[src/rtl/inpkt_autocommit.sv]
module inpkt_autocommit #(
  parameter int DATA_W = 16,
  parameter int LEN_W  = 11,
  parameter int NBUF   = 4
) (
  input  logic              clk,
  input  logic              rst_n,
  input  logic              wr_en,
  input  logic [DATA_W-1:0] wr_data,
  input  logic              pkt_end,
  input  logic              auto_en,
  input  logic [LEN_W-1:0]  auto_len,
  input  logic              drain,
  output logic              commit_vld,
  output logic [LEN_W-1:0]  commit_len,
  output logic [DATA_W-1:0] commit_tail,
  output logic              full,
  output logic              empty,
  output logic              pe_lost
);

  localparam int PW = $clog2(NBUF + 1);

  logic [LEN_W-1:0] cnt, len_q, eff_len, cnt_inc;
  logic [PW-1:0]    pend;
  logic             accept, auto_hit, man_hit, commit, pop;

  assign full     = (pend == PW'(NBUF));
  assign empty    = (pend == '0);
  assign accept   = wr_en & ~full;
  assign eff_len  = (cnt == '0) ? auto_len : len_q;
  assign cnt_inc  = cnt + LEN_W'(accept);
  assign auto_hit = accept & auto_en & (cnt_inc == eff_len);
  assign man_hit  = pkt_end & ~full & ~auto_hit;
  assign commit   = auto_hit | man_hit;
  assign pop      = drain & ~empty;

  always_ff @(posedge clk) begin
    if (!rst_n) begin
      cnt         <= '0;
      len_q       <= '0;
      pend        <= '0;
      commit_vld  <= 1'b0;
      commit_len  <= '0;
      commit_tail <= '0;
      pe_lost     <= 1'b0;
    end else begin
      len_q      <= eff_len;
      commit_vld <= commit;
      if (commit) begin
        cnt        <= '0;
        commit_len <= cnt_inc;
      end else if (accept) begin
        cnt <= cnt_inc;
      end
      if (accept)
        commit_tail <= wr_data;
      if (auto_hit && pkt_end)
        pe_lost <= 1'b1;
      pend <= pend + PW'(commit) - PW'(pop);
    end
  end

  assert_auto_commit_R1: assert property (@(posedge clk) disable iff (!rst_n)
    (accept && auto_en && cnt_inc == eff_len) |=> (commit_vld && commit_len == $past(eff_len)));

  assert_manual_len_R2: assert property (@(posedge clk) disable iff (!rst_n)
    (pkt_end && !full && !auto_hit) |=> (commit_vld && commit_len == $past(cnt_inc)));

  assert_lost_sticky_R4: assert property (@(posedge clk) disable iff (!rst_n)
    pe_lost |=> pe_lost);

  assert_lost_cause_R4: assert property (@(posedge clk) disable iff (!rst_n)
    $rose(pe_lost) |-> $past(pkt_end && wr_en));

  assert_len_hold_R5: assert property (@(posedge clk) disable iff (!rst_n)
    (cnt != '0 && !commit) |=> $stable(len_q));

  assert_no_overrun_R7: assert property (@(posedge clk) disable iff (!rst_n)
    pend <= PW'(NBUF));

  assert_full_hold_R7: assert property (@(posedge clk) disable iff (!rst_n)
    (full && !drain) |=> full);

  assert_no_underflow_R8: assert property (@(posedge clk) disable iff (!rst_n)
    (empty && !commit) |=> empty);

endmodule

[config.mk]
export PLATFORM = sky130hd
export DESIGN_NAME = inpkt_autocommit
export DESIGN_NICKNAME = d
export VERILOG_FILES = /design/src/rtl/inpkt_autocommit.sv
export SDC_FILE = /design/constraint.sdc
export NUM_CORES = 1
export LEC_CHECK = 0
export BUFFER_PORTS_ARGS = -buffer_cell sky130_fd_sc_hd__buf_2
export CAP_MARGIN = 20
export CELL_PAD_IN_SITES_DETAIL_PLACEMENT = 0
export CELL_PAD_IN_SITES_GLOBAL_PLACEMENT = 1
export CORE_MARGIN = 4
export CORE_UTILIZATION = 39
export DETAILED_ROUTE_END_ITERATION = 12
export PLACE_DENSITY = 0.87
export SLEW_MARGIN = 20
export SYNTH_ARGS = -nofsm -noshare
export SYNTH_HDL_FRONTEND = slang
export SYNTH_SLANG_ARGS = --single-unit
[constraint.sdc]
create_clock -name clk -period 6.2 [get_ports clk]
set_input_delay 1.24 -clock clk [delete_from_list [all_inputs] [get_ports clk]]
set_output_delay 1.24 -clock clk [all_outputs]
set_load 0.1 [all_outputs]
==> metrics.txt <==
CTS H-Tree Depth 2; initial antenna violation count 0; slowest cell on the critical path or3_1; register area share after synthesis 0.414; die width roughly 90 um; Worst-path clk slew 0.09 ns; CP max FO 24; setup TNS 0 ns; fin worst setup slack 1.17 ns; Vias 2,303; flop-to-flop setup slack 1.41 ns; root buf cell clkbuf_8; worst setup path startpoint wr_en; core footprint 6420 um2; Final Max Slew Viols 0; fraction of synthesized area in multiplexers 0.0312; crit-path cells buf_2, nand2_1, buf_4, inv_1, buf_4, ha_1, ha_1, nand3_1, or3_1, xor2_1, xor2_1, nor4_2, buf_4, a21o_1, inv_2, ha_1, inv_1, ha_1, inv_1, fa_1, xor2_1, xnor2_1, nor2_1; VDD IR max 0.157 mV; CTS Hold Buffers Added 0; clk sinks between 50 and 60; met2 usage 0.256; vias in the first global route 2,246; gr usage total 0.156; YS warnings 0; Startpoint Class primary input; Post-CTS Setup Bufs 0; worst slack at placement 0.829 ns; Top Ports 64; routability cong. a little over 0.8; Max Cap Viol 0; IO Port Bufs 63; Post-Syn Instances approximately 300; largest net degree at the start of global routing 39; Syn Nets 336; Cell variety after synth 42; Synth Area in XOR/XNOR 0.0705; post-route ant nets 0; hold path cells 2; placement row count 29; Adder-Cell Fraction of Synth Area 0.0316; largest family of logic cells by synthesized area simple AND/OR/NAND/NOR gates; slew margin rel. 0.456; Vias/cell ~5.4; CP required 6.39 ns; CP arrival about 5.2 ns; Power Dens Cells about 350 nW/um2; clock latency on the worst-skew pair 0.31 ns; Worst path most repeated cell ha_1; worst reg2reg path startpoint pend[1]$_SDFF_PN0_; worst stage delay on the critical path 0.45 ns; share of layout cells above drive strength 1 0.254; Fin. Hold Viols 0; TritonRoute pass-1 iters 4; final setup fails 0; Total Nets Final ~400; Fmax achieved 199 MHz; Final min period 5.03 ns; outcome finished, final reports clean; placed inst area ~2900 um2; Critical R2R Capture pend[2]$_SDFF_PN0_; Clock Skew 0.00887 ns; CTS tree done; cts bufs inserted 5; Tot Pwr 1070 uW; syn avg cell area approximately 9 um2; synthesized cell area between 2000 and 3000 um2; Area Overhead vs Synth 17.2%; DIE AREA 8060 um2; period utilization 0.812; worst slew pin tran 0.810 ns; DRT Wirelength between 6 and 7 mm; Initial Util 0.406; WP buf/inv 8; hpwl dp around 4.5 mm; Design Area, Final 3060 um2; 1st-iter DRT viols 156; Yosys reg bits 54; Worst Reg2Reg Path Length in Cells 23; PostCTS Resize Cnt 0; worst setup path category in -> reg; n_diodes 0; met3 Usage GRT 0.0376; GRT Residual Overflow 0; Hold WC Path Type reg -> reg; Leak 0.00133 uW; Die Y 89.8 um; post-DR wirelength/cell 14.5 um; Clock Tree Buf Depth 2; unrepaired setup endpoints after global routing false; Synth Area in Compound Gates 0.175; Top Usage Layer GRT met2; simple-gate share of the synthesized area 0.222; DRC 0; crit path to pend[2]$_SDFF_PN0_; global-route wire length before repair 10.5 mm; critical path depth in cells 23; met1 Use GR 0.202; Top Family by Delay on Critical Path adder cells; kind of end point of the critical path flop
-- per-stage QoR --
| stage | hold WS [ns] | std cells | util |
|---|---|---|---|
| floorplan | 0.468 | 297 | - |
| global route | 0.477 | 428 | 0.476 |
| detailed placement | 0.447 | 420 | 0.459 |
| CTS | 0.461 | 428 | 0.476 |
| global placement | 0.445 | 420 | 0.459 |
| finish | 0.458 | 428 | 0.476 |
-- power breakdown --
group | switching [uW] | leakage (uW) | total (uW) | internal (uW)
clock | 113 | 0.0000514 | 234 | 121
combinational | 339 | 0.000834 | 435 | 95.5
sequential | 20.9 | 0.000444 | 406 | 385
-- placed cells by master, fill, tap and decap left out, types with 3 or more instances in the layout --
cell	instances
inv_1	6
a211oi_1	22
nand3_1	10
and3_1	3
or3_1	3
nor2_1	18
xor2_1	8
dfxtp_1	54
buf_2	63
nor3_2	5
and2_1	4
clkbuf_8	5
o21a_1	3
a21o_1	3
o211a_1	3
buf_4	6
nand4_1	7
a21oi_1	23
xnor2_1	13
nor3_1	12
nor4_2	3
mux2i_1	7
ha_1	5
o31ai_1	6
nand2_1	39
-- state kept, by name, indices dropped and copies added, names as in the netlist --
register     cells
pe_lost          1
commit_len      11
cnt             11
len_q           11
commit_vld       1
commit_tail     16
pend             3
-- cell families after synthesis --
family | count (synthesis)
compound gates | 66
xor+xnor | 21
fa+ha+maj | 6
buf+inv | 30
flops | 54
mux | 8
simple gates | 112
-- layout make-up --
cell class | instances | area, um2
fillers | 644 | 3360
multi-input cells | 213 | 1390
flip-flops and latches | 54 | 1080
repair buffers | 69 | 360
well taps | 77 | 96.3
clock buffers | 6 | 72.6
clock inverters | 2 | 37.5
inverters | 7 | 26.3
-- tightest hold or removal path, stage by stage (launching register included) --
cell and delay, ns:
dfxtp_1 0.32, nand2_1 0.05, a21oi_1 0.05
-- per-layer routing --
| layer | wire, um | vias up |
|---|---|---|
| met5 | 0 | - |
| met4 | 102 | 0 |
| met2 | 2890 | 70 |
| met3 | 422 | 9 |
| met1 | 2800 | 1069 |
| li1 | - | 1155 |
-- Yosys cell counts --
| master | number | share of area |
|---|---|---|
| buf_1 | 3 | 0.0043 |
| mux2_2 | 1 | 0.0043 |
| a21o_1 | 3 | 0.0086 |
| xor2_1 | 8 | 0.027 |
| buf_4 | 1 | 0.0029 |
| a311o_1 | 2 | 0.0077 |
| nand3b_1 | 1 | 0.0029 |
| or4_1 | 2 | 0.0058 |
| a211oi_2 | 1 | 0.0048 |
| o211a_1 | 3 | 0.012 |
| nand3_1 | 10 | 0.019 |
| nand3_2 | 1 | 0.0038 |
| and4_1 | 1 | 0.0034 |
| nor2b_1 | 1 | 0.0024 |
| or3b_2 | 1 | 0.0034 |
| nor3_2 | 5 | 0.019 |
| o31ai_1 | 6 | 0.017 |
| dfxtp_1 | 54 | 0.41 |
| mux2i_1 | 7 | 0.027 |
| clkbuf_1 | 12 | 0.017 |
| fa_1 | 1 | 0.0077 |
| nor3_1 | 12 | 0.023 |
| buf_2 | 3 | 0.0058 |
| and2_1 | 4 | 0.0096 |
| a211oi_1 | 22 | 0.063 |
| nand4_1 | 7 | 0.017 |
| and3_1 | 3 | 0.0072 |
| nand2_1 | 39 | 0.056 |
| inv_1 | 6 | 0.0086 |
| nor4_2 | 3 | 0.014 |
| a21oi_1 | 23 | 0.044 |
| o21a_1 | 3 | 0.0086 |
| nor2_1 | 18 | 0.026 |
| ha_1 | 5 | 0.024 |
| a31oi_1 | 1 | 0.0024 |
| nor4_1 | 1 | 0.0024 |
| buf_6 | 3 | 0.013 |
| or3_1 | 3 | 0.0072 |
| xnor2_1 | 13 | 0.044 |
| clkbuf_2 | 1 | 0.0019 |
| o2bb2ai_1 | 2 | 0.0067 |
| inv_2 | 1 | 0.0014 |
-- worst min-delay path by stage --
stage | startpoint | to | slack [ns]
after floorplan | len_q[1]$_SDFF_PN0_ | len_q[1]$_SDFF_PN0_ | 0.47
after global placement | commit_tail[5]$_SDFFE_PN0N_ | commit_tail[5]$_SDFFE_PN0N_ | 0.44
after detailed placement | commit_tail[4]$_SDFFE_PN0N_ | commit_tail[4]$_SDFFE_PN0N_ | 0.45
after CTS | commit_tail[4]$_SDFFE_PN0N_ | commit_tail[4]$_SDFFE_PN0N_ | 0.46
after global routing | commit_tail[14]$_SDFFE_PN0N_ | commit_tail[14]$_SDFFE_PN0N_ | 0.48
final | commit_tail[4]$_SDFFE_PN0N_ | commit_tail[4]$_SDFFE_PN0N_ | 0.46
Note: power is estimated with default switching activity, not from simulation.
